$ cat config.mk
export PLATFORM = sky130hd
export DESIGN_NAME = sramc_ctrl
export DESIGN_NICKNAME = d
export VERILOG_FILES = /design/src/rtl/sramc_pkg.sv /design/src/rtl/sramc_phase_timer.sv /design/src/rtl/sramc_lane_merge.sv /design/src/rtl/sramc_ctrl.sv
export SDC_FILE = /design/constraint.sdc
export NUM_CORES = 1
export LEC_CHECK = 0
export BUFFER_PORTS_ARGS = -buffer_cell sky130_fd_sc_hd__buf_2
export CORE_MARGIN = 1
export CORE_UTILIZATION = 42
export DETAILED_ROUTE_END_ITERATION = 6
export GPL_TIMING_DRIVEN = 1
export PLACE_DENSITY = 0.85
export SLEW_MARGIN = 10
export SYNTH_ARGS = -nofsm -noshare
export SYNTH_HDL_FRONTEND = slang
export SYNTH_SLANG_ARGS = --single-unit
$ cat constraint.sdc
create_clock -name clk -period 1.52 [get_ports clk]
set_input_delay 0.076 -clock clk [delete_from_list [all_inputs] [get_ports clk]]
set_output_delay 0.076 -clock clk [all_outputs]
set_load 0.02 [all_outputs]
$ cat src/rtl/sramc_pkg.sv
// Shared types and helpers for the SRAM access controller.
// Assumes all timing figures are positive integers in nanoseconds.
package sramc_pkg;

    typedef enum logic [2:0] {
        ST_IDLE,
        ST_WR_SETUP,
        ST_WR_PULSE,
        ST_WR_HOLD,
        ST_RD_ACCESS,
        ST_RD_DONE
    } sramc_state_e;

    // Whole clock cycles covering a nanosecond figure (ceiling division).
    function automatic int ns_to_cyc(input int ns, input int clk_ns);
        return (ns + clk_ns - 1) / clk_ns;
    endfunction

    function automatic int max_int(input int a, input int b);
        return (a > b) ? a : b;
    endfunction

endpackage

$ cat src/rtl/sramc_phase_timer.sv
// Down-counter that times one controller phase.
// A load sets the remaining count; expired is high once the count is zero.
// Assumes the owner loads (phase cycles - 1) on the edge that enters a phase.
module sramc_phase_timer #(
    parameter int CNT_W = 5
) (
    input  logic             clk,
    input  logic             rst_n,
    input  logic             load,
    input  logic [CNT_W-1:0] load_val,
    output logic             expired
);

    logic [CNT_W-1:0] cnt_q;

    // Load on phase entry, otherwise count down and stop at zero.
    always_ff @(posedge clk) begin
        if (!rst_n) begin
            cnt_q <= '0;
        end else if (load) begin
            cnt_q <= load_val;
        end else if (cnt_q != '0) begin
            cnt_q <= cnt_q - 1'b1;
        end
    end

    assign expired = (cnt_q == '0);

endmodule

$ cat src/rtl/sramc_lane_merge.sv
// Clears the byte lanes of a captured word that were not requested.
// Assumes lane g occupies bits [g*LANE_W +: LANE_W].
module sramc_lane_merge #(
    parameter int LANE_W = 8,
    parameter int LANES  = 2
) (
    input  logic [LANES*LANE_W-1:0] bus_in,
    input  logic [LANES-1:0]        lane_mask,
    output logic [LANES*LANE_W-1:0] masked
);

    for (genvar g = 0; g < LANES; g++) begin : g_lane
        assign masked[g*LANE_W +: LANE_W] = lane_mask[g] ? bus_in[g*LANE_W +: LANE_W] : '0;
    end

endmodule

$ cat src/rtl/sramc_ctrl.sv
// Asynchronous SRAM access controller with byte-lane masking.
// Takes one request at a time over a valid/ready port. Writes use a setup
// cycle, a write-enable pulse and a hold/recovery phase, all with output
// enable high. Reads hold output enable low for the address access time and
// return the masked word with a one-cycle strobe. All memory strobes come
// straight from flops. Assumes the pad tristate is built outside this block.
module sramc_ctrl
    import sramc_pkg::*;
#(
    parameter int ADDR_W  = 16,
    parameter int LANE_W  = 8,
    parameter int LANES   = 2,
    parameter int CLK_NS  = 8,
    parameter int T_WC_NS = 150,
    parameter int T_WP_NS = 100,
    parameter int T_DW_NS = 60,
    parameter int T_AA_NS = 150,
    localparam int DATA_W = LANES * LANE_W
) (
    input  logic              clk,
    input  logic              rst_n,
    input  logic              req_valid,
    output logic              req_ready,
    input  logic              req_write,
    input  logic [ADDR_W-1:0] req_addr,
    input  logic [DATA_W-1:0] req_wdata,
    input  logic [LANES-1:0]  req_mask,
    output logic              rsp_valid,
    output logic [DATA_W-1:0] rsp_rdata,
    output logic [ADDR_W-1:0] sram_addr,
    output logic              sram_cs_n,
    output logic              sram_we_n,
    output logic              sram_oe_n,
    output logic [LANES-1:0]  sram_lane_n,
    output logic [DATA_W-1:0] sram_dq_out,
    output logic              sram_dq_drive,
    input  logic [DATA_W-1:0] sram_dq_in
);

    localparam int WC_CYC    = ns_to_cyc(T_WC_NS, CLK_NS);
    localparam int WP_CYC    = ns_to_cyc(T_WP_NS, CLK_NS);
    localparam int DW_CYC    = ns_to_cyc(T_DW_NS, CLK_NS);
    localparam int AA_CYC    = ns_to_cyc(T_AA_NS, CLK_NS);
    // Pulse must cover the width and the setup after the one undriven cycle.
    localparam int PULSE_CYC = max_int(WP_CYC, DW_CYC + 1);
    // Hold phase stretches the access to the full write cycle.
    localparam int HOLD_CYC  = max_int(1, WC_CYC - PULSE_CYC - 1);
    localparam int CNT_W     = $clog2(max_int(max_int(PULSE_CYC, HOLD_CYC), AA_CYC) + 1);

    sramc_state_e      state_q, state_n;
    logic              accept;
    logic              tmr_load;
    logic [CNT_W-1:0]  tmr_val;
    logic              tmr_expired;
    logic [LANES-1:0]  mask_q, mask_next;
    logic              access_n;
    logic [DATA_W-1:0] rd_masked;

    sramc_phase_timer #(.CNT_W(CNT_W)) u_timer (
        .clk      (clk),
        .rst_n    (rst_n),
        .load     (tmr_load),
        .load_val (tmr_val),
        .expired  (tmr_expired)
    );

    sramc_lane_merge #(.LANE_W(LANE_W), .LANES(LANES)) u_merge (
        .bus_in    (sram_dq_in),
        .lane_mask (mask_q),
        .masked    (rd_masked)
    );

    assign req_ready = (state_q == ST_IDLE);
    assign rsp_valid = (state_q == ST_RD_DONE);
    assign accept    = req_valid && req_ready;
    assign mask_next = accept ? req_mask : mask_q;
    assign access_n  = state_n inside {ST_WR_SETUP, ST_WR_PULSE, ST_WR_HOLD, ST_RD_ACCESS};

    // Next-state decode and phase timer loads.
    always_comb begin
        state_n  = state_q;
        tmr_load = 1'b0;
        tmr_val  = '0;
        case (state_q)
            ST_IDLE: begin
                if (req_valid) begin
                    if (req_write) begin
                        state_n = ST_WR_SETUP;
                    end else begin
                        state_n  = ST_RD_ACCESS;
                        tmr_load = 1'b1;
                        tmr_val  = CNT_W'(AA_CYC - 1);
                    end
                end
            end
            ST_WR_SETUP: begin
                state_n  = ST_WR_PULSE;
                tmr_load = 1'b1;
                tmr_val  = CNT_W'(PULSE_CYC - 1);
            end
            ST_WR_PULSE: begin
                if (tmr_expired) begin
                    state_n  = ST_WR_HOLD;
                    tmr_load = 1'b1;
                    tmr_val  = CNT_W'(HOLD_CYC - 1);
                end
            end
            ST_WR_HOLD:   if (tmr_expired) state_n = ST_IDLE;
            ST_RD_ACCESS: if (tmr_expired) state_n = ST_RD_DONE;
            ST_RD_DONE:   state_n = ST_IDLE;
            default:      state_n = ST_IDLE;
        endcase
    end

    // State register.
    always_ff @(posedge clk) begin
        if (!rst_n) state_q <= ST_IDLE;
        else        state_q <= state_n;
    end

    // Latch address, write data and mask when a request is taken.
    always_ff @(posedge clk) begin
        if (!rst_n) begin
            sram_addr   <= '0;
            sram_dq_out <= '0;
            mask_q      <= '0;
        end else if (accept) begin
            sram_addr   <= req_addr;
            sram_dq_out <= req_wdata;
            mask_q      <= req_mask;
        end
    end

    // Registered memory strobes decoded from the next state.
    always_ff @(posedge clk) begin
        if (!rst_n) begin
            sram_cs_n     <= 1'b1;
            sram_we_n     <= 1'b1;
            sram_oe_n     <= 1'b1;
            sram_lane_n   <= '1;
            sram_dq_drive <= 1'b0;
        end else begin
            sram_cs_n     <= !access_n;
            sram_we_n     <= (state_n != ST_WR_PULSE);
            sram_oe_n     <= (state_n != ST_RD_ACCESS);
            sram_lane_n   <= access_n ? ~mask_next : '1;
            sram_dq_drive <= ((state_n == ST_WR_PULSE) && (state_q == ST_WR_PULSE))
                             || (state_n == ST_WR_HOLD);
        end
    end

    // Capture the masked read word at the end of the access phase.
    always_ff @(posedge clk) begin
        if (!rst_n) begin
            rsp_rdata <= '0;
        end else if ((state_q == ST_RD_ACCESS) && tmr_expired) begin
            rsp_rdata <= rd_masked;
        end
    end

    // ---------------- assertions ----------------
    logic [CNT_W-1:0] we_low_cnt;

    // Counts consecutive cycles with write enable low, saturating.
    always_ff @(posedge clk) begin
        if (!rst_n)                  we_low_cnt <= '0;
        else if (sram_we_n)          we_low_cnt <= '0;
        else if (we_low_cnt != '1)   we_low_cnt <= we_low_cnt + 1'b1;
    end

    assert_pulse_width_R5: assert property (@(posedge clk) disable iff (!rst_n)
        $rose(sram_we_n) |-> (we_low_cnt >= CNT_W'(WP_CYC)));

    assert_drive_after_we_R6: assert property (@(posedge clk) disable iff (!rst_n)
        $rose(sram_dq_drive) |-> (!sram_we_n && $past(!sram_we_n)));

    assert_drive_held_R6: assert property (@(posedge clk) disable iff (!rst_n)
        $rose(sram_we_n) |-> sram_dq_drive);

    assert_addr_frozen_R8: assert property (@(posedge clk) disable iff (!rst_n)
        (!sram_we_n && $past(!sram_we_n)) |->
            ($stable(sram_addr) && $stable(sram_lane_n) && !sram_cs_n));

    assert_no_contention_R9: assert property (@(posedge clk) disable iff (!rst_n)
        (!sram_we_n || sram_dq_drive) |-> sram_oe_n);

    assert_busy_not_ready_R2: assert property (@(posedge clk) disable iff (!rst_n)
        !sram_cs_n |-> !req_ready);

    assert_rsp_single_R11: assert property (@(posedge clk) disable iff (!rst_n)
        rsp_valid |=> !rsp_valid);

endmodule

==> metrics.md, run 1 <==
| Metric | Value |
|---|---|
| Status | complete, but fails checks |
| Failing checks | setup timing |
| Syn Inst Count | 295 |
| Syn_nets | 351 |
| Initial core utilization | about 45% |
| IO Pins | 110 |
| Pwr per Cell Area | approximately 1400 nW/um2 |
| Setup CP Type | reg2reg |
| Port buffer count | 109 |
| Syn_area_per_cell | 8.61 um2 |
| Die Y | 79.7 um |
| Final setup margin | -0.103 ns |
| Register Area | roughly 1300 um2 |
| Post-synthesis sequential area ratio | 50.5% |
| Global route overflow | 0 |
| Die W | 79.7 um |
| N_diodes | 0 |
| Synth Register Bits | 64 |
| Post-route DRC | 0 |
| CTS buffer count | 9 |
| Final Hold Fails | 0 |
| Total Routed Length | 8020 um |
| Multi-input gate area | 1290 um2 |
| Share of layout cells above drive strength 1 | 42.3% |
| First-pass GRT wire length | roughly 12000 um |
| Number of synthesized flops with an enable pin | 0 |
| # nets final | 508 |
| Worst-path fanout max | 8 |
| Syn Std Cell Area | 2540 um2 |
| Core area | 5680 um2 |
| Sink Count | 64 |
| Async set-reset flop share out of synthesis | 0% |
| Area after DPL | ~3300 um2 |
| Post-synthesis cell type count | 35 |
| Setup violators final | 20 |
| Main synth FF type | dfxtp_1 |
| H-tree levels | 3 |
| Total track usage | 24.2% |
| P&R area growth vs syn | 59.0% |
| Vias in the first global route | 2664 |
| Full die area | roughly 6400 um2 |
| Worst setup SP type | flip-flop |
| CTS tree | done |
| Min cycle time layout | 1.62 ns |
| Fmax | 616 MHz |
| Period Utilization, post-route | 107% |
| Max cap viols | 0 |
| Worst Setup End Kind | flip-flop |
| Design Area, Final | between 4000 and 5000 um2 |
| Leakage power | 1.76 nW |
| Inst Count DP | 472 |
| Clock-pin slew of the registers on the worst-case setup and hold paths | 0.07 ns |
| Critical Path RT | 1.71 ns |
| Largest net degree at the start of global routing | 52 |
| Initial antenna violation count | 0 |
| Slew HR | 60.9% |
| RSZ-0062 raised after global routing | yes |
| Fillcell total | 405 |
| Via-to-Cell Ratio | 5.26 |
| Finished Layout Cells | 528 |
| Clock Path Buffers | 2 |
| Routed Antenna Nets | 0 |
| Drt first pass iters | 4 |
| Dpl hpwl | 4450 um |
| WL/cell | 15.2 um |
| Worst EP arrival | 1.82 ns |
| Skew-Pair Late Insertion Delay | 0.33 ns |
| # rows | 27 |
| Via Count | 2777 |
| Tightest Pin Transition | approximately 0.59 ns |
| Max VDD drop | 0.859 mV |
| Worst hold path class | in2reg |
| Clock skew | ~0.0066 ns |
| CTS root buf | clkbuf_8 |
| DR iter-0 viols | 141 |
| Yosys Warn Count | 0 |
| GP Congestion | 0.813 |
| Fin. max-slew vios | 0 |
## flip-flops by register name, summed over array words and instances (netlist names)
name and cells:
mask_q 2, rsp_rdata 16, sram_addr 16, sram_cs_n 1, sram_dq_drive 1, sram_dq_out 16, sram_lane_n 2, sram_oe_n 1
sram_we_n 1, state_q 3, u_timer.cnt_q 5
## kinds of logic after synthesis
kind of cell	after synthesis	share of synthesized area (%)
XOR/XNOR	4	1.38
AO/OA/AOI/OAI	82	17.6
multiplexers	2	1.18
buffers and inverters	31	5.62
flip-flops	64	50.5
AND/OR/NAND/NOR	110	22.8
adder cells (fa/ha/maj)	2	0.986
## final timing paths
kind | from | to | slack, ns | depth (start not counted)
min reg2reg | sram_dq_out[2]$_SDFFE_PN0P_ | sram_dq_out[2]$_SDFFE_PN0P_ | 0.45 | 2
min | sram_dq_in[12] | rsp_rdata[12]$_SDFFE_PN0P_ | 0.02 | 3
max | u_timer.cnt_q[1]$_SDFFE_PN0P_ | rsp_rdata[8]$_SDFFE_PN0P_ | -0.10 | 6
max reg2reg | u_timer.cnt_q[1]$_SDFFE_PN0P_ | rsp_rdata[8]$_SDFFE_PN0P_ | -0.10 | 6
## synth_stat cells (all sizes together) (2+ instances only)
master | count | area share (%)
or4b | 2 | 0.79
o31ai | 3 | 0.89
nor2b | 2 | 0.49
o211ai | 3 | 0.89
and2 | 3 | 0.74
dfxtp | 64 | 50
buf | 13 | 3.0
nand4 | 18 | 4.4
nor4b | 2 | 1.9
nand2 | 68 | 10
mux2 | 2 | 1.2
nand3 | 4 | 0.79
or3b | 3 | 1.0
xnor2 | 3 | 1.0
inv | 4 | 0.59
a21oi | 49 | 9.7
o21ai | 18 | 3.5
ha | 2 | 0.99
a31oi | 4 | 0.99
clkbuf | 13 | 1.9
nor3b | 3 | 1.3
nor3 | 2 | 0.39
## final cells by class
| type | count | area share, % |
|---|---|---|
| clock buffers | 12 | 3.84 |
| clock inverters | 3 | 0.434 |
| inverters | 5 | 0.465 |
| multi-input cells | 200 | 31.9 |
| flip-flops and latches | 64 | 31.8 |
| well taps | 72 | 2.23 |
| repair buffers | 172 | 29.3 |
## critical path, cell delays in order, from the launching register on
cell     delay, ns
dfxtp_2       0.33
inv_2         0.07
ha_4          0.13
or4b_4        0.53
buf_16        0.19
o21ai_4       0.16
a21oi_2       0.08
## routing by layer
| layer | wire length [um] | track usage, % | share of wire (%) | vias up |
|---|---|---|---|---|
| li1 | - | - | - | 1343 |
| met1 | 3230 | 25.6 | 40 | 1296 |
| met2 | 4090 | 43.8 | 51 | 111 |
| met3 | 420 | 5.37 | 5.2 | 27 |
| met4 | 282 | 13.6 | 3.5 | 0 |
| met5 | 0 | 0 | 0 | - |
## cells in the final DEF (no fill, tap or decap), types with 4 or more instances in the layout
cell / count
nand3_1: 4
o21ai_2: 5
dlygate4sd3_1: 32
dfxtp_1: 61
clkbuf_8: 11
nand4_1: 18
nand2_1: 68
buf_2: 109
o21ai_4: 7
buf_4: 23
a21oi_2: 7
a21oi_1: 42
## through the flow
stage	util (%)	hold WS, ns	power [W]	setup slack, ns	setup TNS [ns]
floorplan	-	0.212	0.00316	0.00797	0
global placement	57.4	0.315	0.00377	-0.0790	-2.20
detailed placement	57.4	0.323	0.00381	-0.159	-3.67
CTS	67.5	0.00335	0.00543	-0.0696	-0.883
global route	71.1	0.0129	0.00594	-0.129	-1.94
finish	71.1	0.0239	0.00566	-0.103	-1.13
## what timing repair did
item                                    in CTS  in global routing
cloned                                       1                  1
endpoints found under the setup margin      51                 56
pin swaps                                    5                 17
setup buffers                                3                  4
hold buffers                                32                  0
hold endpoints to repair                    32                  0
gates resized for setup                     25                 34
## power breakdown
| group | total (W) | internal, W | leakage [nW] | switching [W] |
|---|---|---|---|---|
| Sequential | 0.00202 | 0.00187 | 0.524 | 0.000148 |
| Combinational | 0.00235 | 0.00110 | 1.15 | 0.00126 |
| Clock | 0.00129 | 0.000667 | 0.0882 | 0.000626 |
Note: power is estimated with default switching activity, not from simulation.
==> inputs of run 2 (changes only) <==
Settings changed: GPL_ROUTABILITY_DRIVEN set to 0, REMOVE_ABC_BUFFERS set to 1.
==> metrics.md, run 2 (synthesized netlist as in run 1, its figures left out) <==
| Metric | Value |
|---|---|
| Status | complete, but fails checks (unchanged) |
| Failing checks | setup timing (unchanged) |
| Critical Path RT | 1.73 ns (was 1.71 ns) |
| Largest regs | rsp_rdata: 16 flops, sram_addr: 16 flops, sram_dq_out: 16 flops (unchanged) |
| Slowest CP cell | or4b_4 (unchanged) |
| Setup violators final | 20 (unchanged) |
| Worst Setup End Kind | flip-flop (unchanged) |
| CTS tree | done (unchanged) |
| Final setup margin | -0.0700 ns (was -0.103 ns) |
| P&R area growth vs syn | 59.6% (was 59.0%) |
| Clock-pin slew of the registers on the worst-case setup and hold paths | 0.08 ns (was 0.07 ns) |
| Full die area | 6360 um2 (unchanged) |
| Setup_tns | -0.634 ns (was -1.13 ns) |
| Total Routed Length | 8370 um (was 8020 um) |
| # rows | 27 (unchanged) |
| IO Pins | 110 (unchanged) |
| Final Hold Fails | 0 (unchanged) |
| Overall Power | 0.00597 W (was 0.00566 W) |
| Crit-path cells | inv_2, ha_4, or4b_4, buf_6, o21ai_1, a21oi_1 (was inv_2, ha_4, or4b_4, buf_16, o21ai_4, a21oi_2) |
| Area after DPL | 3280 um2 (was 3260 um2) |
| Commonest non-fill, non-tap cell in the layout | buf_2 (unchanged) |
| Max cap viols | 0 (unchanged) |
| Setup CP Type | reg2reg (unchanged) |
| CTS buffer count | 9 (unchanged) |
| Via-to-Cell Ratio | 5.41 (was 5.26) |
| Register Area | 1290 um2 (was 1280 um2) |
| Fmax | 629 MHz (was 616 MHz) |
| Design Area, Final | 4050 um2 (was 4040 um2) |
| Skew-Pair Late Insertion Delay | 0.35 ns (was 0.33 ns) |
| Port buffer count | 109 (unchanged) |
| Worst-path fanout max | 5 (was 8) |
| DR iter-0 viols | 107 (was 141) |
| Post-route DRC | 0 (unchanged) |
| Max stage delay on crit path | 0.52 ns (was 0.53 ns) |
| Initial core utilization | 44.7% (unchanged) |
| Worst hold path class | in2reg (unchanged) |
| Clock skew | 0.0133 ns (was 0.00655 ns) |
| Sink Count | 64 (unchanged) |
| Sw Pwr | 0.00205 W (was 0.00203 W) |
| Largest net degree at the start of global routing | 52 (unchanged) |
| Via Count | 2924 (was 2777) |
| Die Y | 79.7 um (unchanged) |
| Multi-input gate area | 1220 um2 (was 1290 um2) |
| Clock Path Buffers | 2 (unchanged) |
| Fillcell total | 406 (was 405) |
| Global route overflow | 0 (unchanged) |
| Hold depth | 3 (unchanged) |
| Routed Antenna Nets | 0 (unchanged) |
| Sw frac | 34.3% (was 35.9%) |
| Die W | 79.7 um (unchanged) |
| Period Utilization, post-route | 105% (was 107%) |
| Leakage power | 1.80 nW (was 1.76 nW) |
| RSZ-0062 raised after global routing | yes (unchanged) |
| Core area | 5680 um2 (unchanged) |
| # nets final | 518 (was 508) |
| Pre-CTS WS | -0.103 ns (was -0.159 ns) |
| Seq pwr share | 33.6% (was 35.6%) |
| Drt first pass iters | 5 (was 4) |
| Tightest Pin Transition | 0.559 ns (was 0.586 ns) |
| Pwr per Cell Area | 1470 nW/um2 (was 1400 nW/um2) |
| Worst setup SP type | flip-flop (unchanged) |
| Vias in the first global route | 2765 (was 2664) |
| Initial antenna violation count | 0 (unchanged) |
| Internal power | 0.00392 W (was 0.00363 W) |
| Share of layout cells above drive strength 1 | 41.1% (was 42.3%) |
| WL/cell | 15.5 um (was 15.2 um) |
| Commonest non-fill, non-tap cells in the layout | 109 x buf_2, 68 x nand2_1, 59 x dfxtp_1, 47 x a21oi_1, 37 x dlygate4sd3_1 (was 109 x buf_2, 68 x nand2_1, 61 x dfxtp_1, 42 x a21oi_1, 32 x dlygate4sd3_1) |
| Worst R2R Path Depth | 6 (unchanged) |
| First-pass GRT wire length | 12700 um (was 11700 um) |
| CTS root buf | clkbuf_8 (unchanged) |
| Final core utilization | 71.4% (was 71.1%) |
| Dpl hpwl | 4730 um (was 4450 um) |
| Min cycle time layout | 1.59 ns (was 1.62 ns) |
| Comb power frac | 39.5% (was 41.5%) |
| H-tree levels | 3 (unchanged) |
| Total track usage | 26.4% (was 24.2%) |
| Slew HR | 62.8% (was 60.9%) |
| Worst EP arrival | 1.80 ns (was 1.82 ns) |
| Fin. max-slew vios | 0 (unchanged) |
| Clk pwr share | 26.9% (was 22.8%) |
| Max VDD drop | 0.761 mV (was 0.859 mV) |
run 2: changes by cell type in the layout (fill, tap and decap cells not counted), sizes merged:
cell	before	now
clkinv	3	2
bufinv	0	2
buf	139	145
diode	0	1
clkinvlp	1	0
dlygate4sd3	32	37
run 2: worst max-delay path, delay by kind of cell, from the launching register on:
kind	cells	cell delay, ns
compound gates	2	0.23
fa+ha+maj	1	0.13
buf+inv	2	0.24
flops	1	0.33
simple gates	1	0.52
run 2: final timing paths:
kind              slack (ns)                           from                          to
hold reg to reg         0.45      sram_addr[2]$_SDFFE_PN0P_   sram_addr[2]$_SDFFE_PN0P_
hold / removal         0.009                 sram_dq_in[13]  rsp_rdata[13]$_SDFFE_PN0P_
setup reg to reg       -0.07  u_timer.cnt_q[1]$_SDFFE_PN0P_  rsp_rdata[11]$_SDFFE_PN0P_
setup / recovery       -0.07  u_timer.cnt_q[1]$_SDFFE_PN0P_  rsp_rdata[11]$_SDFFE_PN0P_
run 2: layout make-up:
| cell class | instances | area share (%) |
|---|---|---|
| Inverter | 5 | 0.463 |
| Multi-Input combinational cell | 200 | 30.1 |
| Sequential cell | 64 | 31.8 |
| Antenna cell | 1 | 0.0617 |
| Tap cell | 72 | 2.22 |
| Clock buffer | 13 | 3.67 |
| Timing Repair Buffer | 182 | 30.1 |
| Clock inverter | 3 | 1.61 |
run 2: metal layers:
metal | GRT usage (%) | vias up | wire, um
met5 | 0 | - | 0
met4 | 12.0 | 0 | 195
met3 | 9.60 | 23 | 742
met2 | 44.9 | 158 | 4230
met1 | 29.4 | 1383 | 3210
li1 | - | 1360 | -
run 2: timing repair:
item                                    CTS  global route
buffers inserted                          2             3
resized for setup                        40            15
pin swaps                                 5            10
cloned                                    2             0
endpoints found under the setup margin   49            26
hold buffers                             37             0
hold endpoints to repair                 37             0
run 2: metrics by stage:
| stage | cells | hold WS (ns) |
|---|---|---|
| 6_report | 540 | 0.00939 |
| 3_5_place_dp | 479 | 0.323 |
| 3_3_place_gp | 479 | 0.317 |
| 5_1_grt | 539 | 0.00259 |
| 4_1_cts | 536 | 0.000309 |
| 2_1_floorplan | 269 | 0.198 |
run 2: power groups by stage:
stage          Clock (W)  Combinational, W  Sequential [W]
2_1_floorplan          0          0.000789         0.00219
3_3_place_gp           0           0.00170         0.00201
3_5_place_dp           0           0.00177         0.00202
4_1_cts          0.00162           0.00214         0.00200
5_1_grt          0.00172           0.00249         0.00203
6_report         0.00160           0.00236         0.00201
